--- src/rtl/sar_seq_pkg.sv ---
package sar_seq_pkg;

  typedef enum logic [2:0] {
    PH_OFF    = 3'd0,
    PH_SAMPLE = 3'd1,
    PH_NULL   = 3'd2,
    PH_MSB    = 3'd3,
    PH_LSB    = 3'd4,
    PH_DONE   = 3'd5
  } phase_t;

endpackage

--- src/rtl/sar_sync.sv ---
module sar_sync #(
  parameter int   STAGES  = 2,
  parameter logic RST_VAL = 1'b0
) (
  input  logic clk,
  input  logic rst_n,
  input  logic d,
  output logic q
);

  logic [STAGES-1:0] chain_q;
  logic [STAGES-1:0] chain_n;

  always_comb begin
    chain_n = {chain_q[STAGES-2:0], d};
  end

  always_ff @(posedge clk or negedge rst_n) begin
    if (!rst_n) begin
      chain_q <= {STAGES{RST_VAL}};
    end else begin
      chain_q <= chain_n;
    end
  end

  assign q = chain_q[STAGES-1];

endmodule

--- src/rtl/sar_seq_ctrl.sv ---
module sar_seq_ctrl
  import sar_seq_pkg::*;
#(
  parameter int DATA_W       = 16,
  parameter int SAMPLE_EDGES = 5,
  parameter int CNT_W        = 6
) (
  input  logic             clk,
  input  logic             rst_n,
  input  logic             cs_s,
  input  logic             sclk_s,
  output phase_t           phase,
  output logic [CNT_W-1:0] cnt,
  output logic             latch_en
);

  localparam logic [CNT_W-1:0] NULL_AT  = CNT_W'(SAMPLE_EDGES);
  localparam logic [CNT_W-1:0] MSB_END  = CNT_W'(SAMPLE_EDGES + DATA_W);
  localparam logic [CNT_W-1:0] LSB_END  = CNT_W'(SAMPLE_EDGES + 2*DATA_W - 1);

  logic   sclk_d;
  logic   fall;
  phase_t phase_n;
  logic [CNT_W-1:0] cnt_n;

  function automatic phase_t phase_of(input logic [CNT_W-1:0] k);
    if (k < NULL_AT)       return PH_SAMPLE;
    else if (k == NULL_AT) return PH_NULL;
    else if (k <= MSB_END) return PH_MSB;
    else if (k <= LSB_END) return PH_LSB;
    else                   return PH_DONE;
  endfunction

  assign fall = sclk_d & ~sclk_s;

  always_comb begin
    phase_n  = phase;
    cnt_n    = cnt;
    latch_en = 1'b0;
    if (cs_s) begin
      phase_n = PH_OFF;
      cnt_n   = '0;
    end else if (phase == PH_OFF) begin
      phase_n = PH_SAMPLE;
    end else if (fall && (phase != PH_DONE)) begin
      cnt_n    = cnt + 1'b1;
      phase_n  = phase_of(cnt_n);
      latch_en = (cnt_n == NULL_AT);
    end
  end

  always_ff @(posedge clk or negedge rst_n) begin
    if (!rst_n) begin
      phase  <= PH_OFF;
      cnt    <= '0;
      sclk_d <= 1'b0;
    end else begin
      phase  <= phase_n;
      cnt    <= cnt_n;
      sclk_d <= sclk_s;
    end
  end

endmodule

--- src/rtl/sar_shift.sv ---
module sar_shift
  import sar_seq_pkg::*;
#(
  parameter int DATA_W       = 16,
  parameter int SAMPLE_EDGES = 5,
  parameter int CNT_W        = 6
) (
  input  logic              clk,
  input  logic              rst_n,
  input  logic              latch_en,
  input  logic [DATA_W-1:0] result_in,
  input  phase_t            phase,
  input  logic [CNT_W-1:0]  cnt,
  output logic              dout
);

  localparam int IDX_W = $clog2(DATA_W);
  localparam logic [CNT_W-1:0] BASE = CNT_W'(SAMPLE_EDGES + DATA_W);

  logic [DATA_W-1:0] word_q;
  logic [DATA_W-1:0] word_n;
  logic [CNT_W-1:0]  msb_idx;
  logic [CNT_W-1:0]  lsb_idx;

  always_comb begin
    word_n = word_q;
    if (latch_en) begin
      word_n = result_in;
    end
  end

  always_ff @(posedge clk or negedge rst_n) begin
    if (!rst_n) begin
      word_q <= '0;
    end else begin
      word_q <= word_n;
    end
  end

  assign msb_idx = BASE - cnt;
  assign lsb_idx = cnt - BASE;

  always_comb begin
    case (phase)
      PH_MSB:  dout = word_q[msb_idx[IDX_W-1:0]];
      PH_LSB:  dout = word_q[lsb_idx[IDX_W-1:0]];
      default: dout = 1'b0;
    endcase
  end

endmodule

--- src/rtl/sar_serial_seq.sv ---
module sar_serial_seq
  import sar_seq_pkg::*;
#(
  parameter int DATA_W       = 16,
  parameter int SAMPLE_EDGES = 5,
  parameter int SYNC_STAGES  = 2
) (
  input  logic              clk,
  input  logic              rst_n,
  input  logic              cs_n,
  input  logic              sclk,
  input  logic [DATA_W-1:0] result_in,
  output logic              dout,
  output logic              dout_oe,
  output logic              analog_pd,
  output logic              full_sd
);

  localparam int CNT_W = $clog2(SAMPLE_EDGES + 2*DATA_W + 1);
  localparam logic [CNT_W-1:0] PD_AT = CNT_W'(SAMPLE_EDGES + DATA_W);

  logic [1:0]       rst_q;
  logic             rst_int_n;
  logic             cs_s;
  logic             sclk_s;
  phase_t           phase;
  logic [CNT_W-1:0] cnt;
  logic             latch_en;

  always_ff @(posedge clk or negedge rst_n) begin
    if (!rst_n) begin
      rst_q <= 2'b00;
    end else begin
      rst_q <= {rst_q[0], 1'b1};
    end
  end

  assign rst_int_n = rst_q[1];

  sar_sync #(.STAGES(SYNC_STAGES), .RST_VAL(1'b1)) i_cs_sync (
    .clk(clk), .rst_n(rst_int_n), .d(cs_n), .q(cs_s)
  );

  sar_sync #(.STAGES(SYNC_STAGES), .RST_VAL(1'b0)) i_sclk_sync (
    .clk(clk), .rst_n(rst_int_n), .d(sclk), .q(sclk_s)
  );

  sar_seq_ctrl #(
    .DATA_W(DATA_W), .SAMPLE_EDGES(SAMPLE_EDGES), .CNT_W(CNT_W)
  ) i_ctrl (
    .clk(clk), .rst_n(rst_int_n), .cs_s(cs_s), .sclk_s(sclk_s),
    .phase(phase), .cnt(cnt), .latch_en(latch_en)
  );

  sar_shift #(
    .DATA_W(DATA_W), .SAMPLE_EDGES(SAMPLE_EDGES), .CNT_W(CNT_W)
  ) i_shift (
    .clk(clk), .rst_n(rst_int_n), .latch_en(latch_en), .result_in(result_in),
    .phase(phase), .cnt(cnt), .dout(dout)
  );

  assign dout_oe   = (phase == PH_NULL) || (phase == PH_MSB) || (phase == PH_LSB);
  assign full_sd   = (phase == PH_OFF);
  assign analog_pd = full_sd || (cnt >= PD_AT);

endmodule

--- config.mk ---
export PLATFORM = sky130hd
export DESIGN_NAME = sar_serial_seq
export DESIGN_NICKNAME = d
export VERILOG_FILES = /design/src/rtl/sar_seq_pkg.sv /design/src/rtl/sar_sync.sv /design/src/rtl/sar_seq_ctrl.sv /design/src/rtl/sar_shift.sv /design/src/rtl/sar_serial_seq.sv
export SDC_FILE = /design/constraint.sdc
export NUM_CORES = 1
export LEC_CHECK = 0
export BUFFER_PORTS_ARGS = -buffer_cell sky130_fd_sc_hd__buf_2
export CELL_PAD_IN_SITES_DETAIL_PLACEMENT = 0
export CELL_PAD_IN_SITES_GLOBAL_PLACEMENT = 1
export CORE_ASPECT_RATIO = 0.6
export CORE_MARGIN = 1.5
export CORE_UTILIZATION = 40
export DETAILED_ROUTE_END_ITERATION = 7
export GPL_TIMING_DRIVEN = 0
export MAX_ROUTING_LAYER = met4
export PLACE_DENSITY_LB_ADDON = 0.12
export REMOVE_ABC_BUFFERS = 1
export SYNTH_ARGS = -nofsm -noshare
export SYNTH_HDL_FRONTEND = slang
export SYNTH_SLANG_ARGS = --single-unit
--- constraint.sdc ---
create_clock -name clk -period 6.7 [get_ports clk]
set_input_delay 1.34 -clock clk [delete_from_list [all_inputs] [get_ports clk]]
set_output_delay 1.34 -clock clk [all_outputs]
set_load 0.005 [all_outputs]
; Word level (Yosys, flattened, before mapping)
; Index checks and enable logic that the tools add are counted.
[op_classes]
magnitude_cmp = 6
add_sub_neg = 3
reduce_logical = 8
muxes = 18
eq_ne = 6
shift = 0
div = 0
n_bitwise = 2
multipliers = 0
[op_table]
columns = op, count
row1 = $mux 3, 6
row2 = $mux 6, 3
row3 = $lt 4x5->1 const B, 2
row4 = $bmux 1 s4, 2
row5 = $add 6x1->6 const B, 1
row6 = $eq 3x2->1 const B, 2
row7 = $eq 6x3->1 const B, 1
row8 = $ge 6x5->1 const B, 1
row9 = $le 6x5->1 const B, 1
row10 = $le 6x6->1 const B, 1
row11 = $lt 6x3->1 const B, 1
row12 = $mux 1, 6
row13 = $sub 3x4->4 const A, 1
row14 = $sub 4x3->4 const B, 1
row15 = $eq 3x3->1 const B, 1
row16 = $logic_not 3->1, 1
row17 = $logic_or 1x1->1, 3
row18 = $ne 3x3->1 const B, 1
row19 = $reduce_bool 3->1, 1
row20 = $ne 2x1->1 const B, 1
row21 = $pmux 1 s2, 1
row22 = $reduce_and 2->1, 1
row23 = $reduce_bool 2->1, 1
row24 = $and 1x1->1, 1
row25 = 2 further kinds, 2
[totals]
ff_bits = 32
ramBits = 0
elab_cells = 50
n_memories = 0
latchBits = 0
inputBits = 20
rom_bits = 0
output_inout_bits = 4

; Longest topological paths before layout
[depth]
ltp_word = 9
mapped_depth = 9
ltp_nobuf = 7

; Hierarchy
; Synthesis repeated with hierarchy kept, for this count alone.
[hier_totals]
cells_unflattened = 166
hier_area_um2 = 1948.1
[by_module_without_submodules]
columns = mod, cells_per_inst, instances, area_per_inst_um2
row1 = sar_shift, 65, 1, 979.7
row2 = sar_seq_ctrl, 88, 1, 767.0
row3 = sar_serial_seq, 9, 1, 98.8
row4 = sar_sync at i_cs_sync, 2, 1, 52.6
row5 = sar_sync at i_sclk_sync, 2, 1, 50.0

; Worst setup path before layout
; Ideal clock, no wire load.
[synth_path]
path_kind = reg-to-output
start = reg i_ctrl.cnt[0]
end = out dout
path_stages_with_launch = 9
setup_slack_ns = 3.378
t_required_ns = 5.360
t_arrival_ns = 1.982
n_path_buf = 2
path_cell_list = dfrtp_1 > buf_4 > buf_6 > inv_1 > ha_1 > mux4_2 > mux4_2 > nand3_1 > nand2_1
[synth_between]
elab_chain_cells = 4
[synth_lines]
columns = item, line
row1 = start: declaration, sar_seq_ctrl.sv:13  ; output logic [CNT_W-1:0] cnt,
row2 = start signal: assignment, sar_seq_ctrl.sv:59  ; cnt <= cnt_n;
row3 = $sub 4x3->4 or $sub 3x4->4 (tied branches), "sar_shift.sv:41, sar_shift.sv:40"
row4 = $bmux 1 s4 (on tied branches), "sar_shift.sv:46, sar_shift.sv:45"
row5 = $mux 1 (on tied branches), "sar_shift.sv:46, sar_shift.sv:45"
row6 = $pmux 1 s2 (*), sar_shift.sv:44  ; case (phase)
row7 = end: declaration, sar_serial_seq.sv:13  ; output logic dout,
; Every way passes the cells marked *; elsewhere a longest branch is shown, timed or not. The select of a mux whose other input is x is not followed.

; Final worst setup path
; Ends and elaborated chain as after synthesis.

==> impl_metrics.ini <==
[pwr]
pwr-share-seq_pct = 49.7
p_leak_nw = 0.9109
powerDensity_nw_per_um2 = 202.2
irDropWorstVdd_uv = 76.76
finalPower_mw = 0.4326
p_switching_mw = 0.09810
p_int_mw = 0.3345
p_comb_share_pct = 8.3
p_clk_share_pct = 42.0
swShare_pct = 22.68

[job]
max_cap_violations = 0

[floorplanning]
die_w_um = 91.84
io_pins = 24
dieArea_um2 = 5171
initial_core_util_pct = 41.50
num_rows = 19
core_um2 = 4564
die_y_um = 56.31

[synthesis]
yosysUniqueCellTypes = 46
avgSynthCellArea_um2 = 11.84
mappedNetlistArea_um2 = 1894
synth_area_leaders = dfrtp_1 (40%), mux4_2 (12%), mux2_1 (7.1%)
ys_seq_area_share_pct = 42.40
synth_edf_count = 0
synth_warnings = 0
synth_flop_cell = dfrtp_1
ys_ff_latch = 32
async_reset_ff_share_pct = 100.0
yosys.area.top_type = dfrtp_1
synthCells = 160
yosys.area.top_type_share_pct = 39.63

[global_route]
grt_pass1_wl_mm = 7.010
first_global_vias = 1403
antenna_found_initial = 0
grt_max_degree = 31
gr-total-overflow = 0
track_usage_pct = 18.09

[clocking]
tritoncts = built
cts-root-buf = clkbuf_8
clock_latency_ns = 0.28
postCtsSetupRepairBufs = 0
cts_resized = 0
htree_levels = 2
cts_sinks = 32
clk_pin_slew_worst_paths_ns = 0.07
postCtsHoldBufs = 0
clockBufferDepth = 2
cts_inserted_buffers = 5

[placed_design]
port_buffers = 23
gp_congestion = 0.7576
post-dp-hpwl_mm = 2.809
dp_slack_ns = 2.821
dp_cells = 237

[sta]
fin_ws_ns = 2.522
max_freq_mhz = 239.3
whs_ns = 0.3513
rsz0062_at_grt = no
worst_pin_slew_ns = 1.207
setup_violations = 0
slew_viol_final = 0
post-route-period-util_pct = 62.36
setup_tns_ns = 0
hold_viol_final = 0
max_slew_margin_pct = 19.54
period_minus_slack_ns = 4.178
skew_ns = 0.004732

[layout]
num-nets-final = 208
area.growth.synth_to_final_pct = 12.95
antennaDiodeCount = 0
final_layout_size_suffix_gt1_share_pct = 26.37
stdcell_count = 245

[run_status]
status = complete, no violations

[critical_path]
critPathRequiredTime_ns = 5.36
crit_family = flip-flops
endpoint_kind = primary output
startpoint_type = flop
path_max_fanout = 19
path_buf_inv = 2
cp_slowest_cell = dfrtp_1
arrival_ns = 2.84
path_cells = inv_1 -> ha_1 -> mux4_2 -> mux4_2 -> nand3_1 -> nand2_1 -> buf_2
path_class = reg -> out
critPathMostFrequentCell = mux4_2
critPathMaxStageDelay_ns = 0.90

[detailed_routing]
drc = 0
vias = 1336
final_antenna_net_count = 0
dr.pass1.iters = 6
vias_per_cell = 5.453
wl_per_cell_um = 15.85
routed_wl_mm = 3.883
drt_iter0_drc = 89

[hold_path]
hp-class = reg -> reg
[cell families after synthesis]
logic type / count (synthesis) / share of synthesized area [%]
AOI/OAI and AO/OA: 24 / 8.720
xor gates and xnor gates: 12 / 5.548
adders and majority gates: 7 / 4.623
buffers and inverters: 14 / 3.963
DFF: 32 / 42.40
muxes: 27 / 21.93
other: 1 / 0.1980
and+or+nand+nor: 43 / 12.62
[area by class of cell]
class	count	area, µm²
Clock buffer	6	72.57
Multi-Input combinational cell	114	1016
Clock inverter	2	35.03
Tap cell	63	78.83
Fill cell	442	2425
Inverter	5	18.77
Timing Repair Buffer	23	115.1
Sequential cell	32	803.3
[synthesized netlist by cell type, types with 3 or more instances]
cell type / n
nor3_1: 5
xnor2_1: 6
a21oi_1: 6
nand2b_1: 3
inv_1: 5
nand3_1: 3
mux4_2: 10
nor2_1: 9
buf_2: 3
mux2_1: 12
o21ai_0: 3
nand4_1: 3
mux2_2: 4
ha_1: 7
nand2_1: 10
xor2_1: 6
dfrtp_1: 30
[worst register-to-register path: stages, from the launching register on]
cell and delay, ns:
dfrtp_1 0.90, ha_1 0.42, nand2_1 0.21, xor2_1 0.20, a31oi_1 0.29, nand4b_4 0.34
mux2_1 0.38
[metrics by stage]
| step | area [µm²] | util, % |
|---|---|---|
| 2_1_floorplan | 1838 | - |
| 3_3_place_gp | 2032 | 44.52 |
| 3_5_place_dp | 2032 | 44.52 |
| 4_1_cts | 2140 | 46.88 |
| 5_1_grt | 2140 | 46.88 |
| 6_report | 2140 | 46.88 |
[power groups by stage]
stage | Sequential (mW) | Combinational (mW) | Clock, mW
2_1_floorplan | 0.215 | 0.0248 | 0
4_1_cts | 0.216 | 0.0361 | 0.186
5_1_grt | 0.218 | 0.0391 | 0.197
6_report | 0.215 | 0.0358 | 0.182
3_5_place_dp | 0.219 | 0.0358 | 0
3_3_place_gp | 0.218 | 0.0347 | 0
[path summary, 6_finish.rpt]
| path | start | end | slack, ns | cells after the start |
|---|---|---|---|---|
| hold / removal | rst_q[0]$_DFF_PN0_ | rst_q[1]$_DFF_PN0_ | 0.35 | 0 |
| setup reg to reg | i_ctrl.cnt[0]$_DFFE_PN0P_ | i_shift.word_q[10]$_DFFE_PN0P_ | 3.85 | 6 |
| setup / recovery | i_ctrl.cnt[0]$_DFFE_PN0P_ | dout | 2.52 | 7 |
| hold reg to reg | rst_q[0]$_DFF_PN0_ | rst_q[1]$_DFF_PN0_ | 0.35 | 0 |
| max in group asynchronous | rst_q[1]$_DFF_PN0_ | i_ctrl.phase[1]$_DFFE_PN0P_ | 5.47 | 0 |
| min in group asynchronous | rst_q[1]$_DFF_PN0_ | i_shift.word_q[15]$_DFFE_PN0P_ | 0.51 | 0 |
[cells in the final DEF (no fill, tap or decap), types with 2 or more instances in the layout]
cell type   n
nand3_1     3
mux2_2      4
ha_1        7
buf_2      23
mux4_2     10
clkbuf_8    5
nand2_1    10
nor3_1      5
o21ai_0     3
nor2b_1     2
dfstp_2     2
or3b_1      2
nand2b_1    3
xor2_1      6
dfrtp_1    30
o22ai_1     2
xnor2_1     6
mux2_1     12
nand4_1     3
inv_1       5
a21oi_1     6
nor2_1      9
[state kept, by name, indices dropped and copies added (netlist names)]
signal,flops
i_cs_sync.chain_q,2
i_sclk_sync.chain_q,2
rst_q,2
i_ctrl.sclk_d,1
i_ctrl.cnt,6
i_ctrl.phase,3
i_shift.word_q,16
[per-layer routing]
| metal | wire length (µm) | vias up | part of all wire (%) | track usage, % |
|---|---|---|---|---|
| li1 | - | 622 | - | - |
| met1 | 1873 | 663 | 48 | 25.79 |
| met2 | 1702 | 47 | 44 | 25.61 |
| met3 | 284 | 4 | 7.3 | 5.149 |
| met4 | 23 | 0 | 0.59 | 4.176 |
| met5 | 0 | - | 0 | - |
No activity file was read; power rests on OpenSTA's default activity.
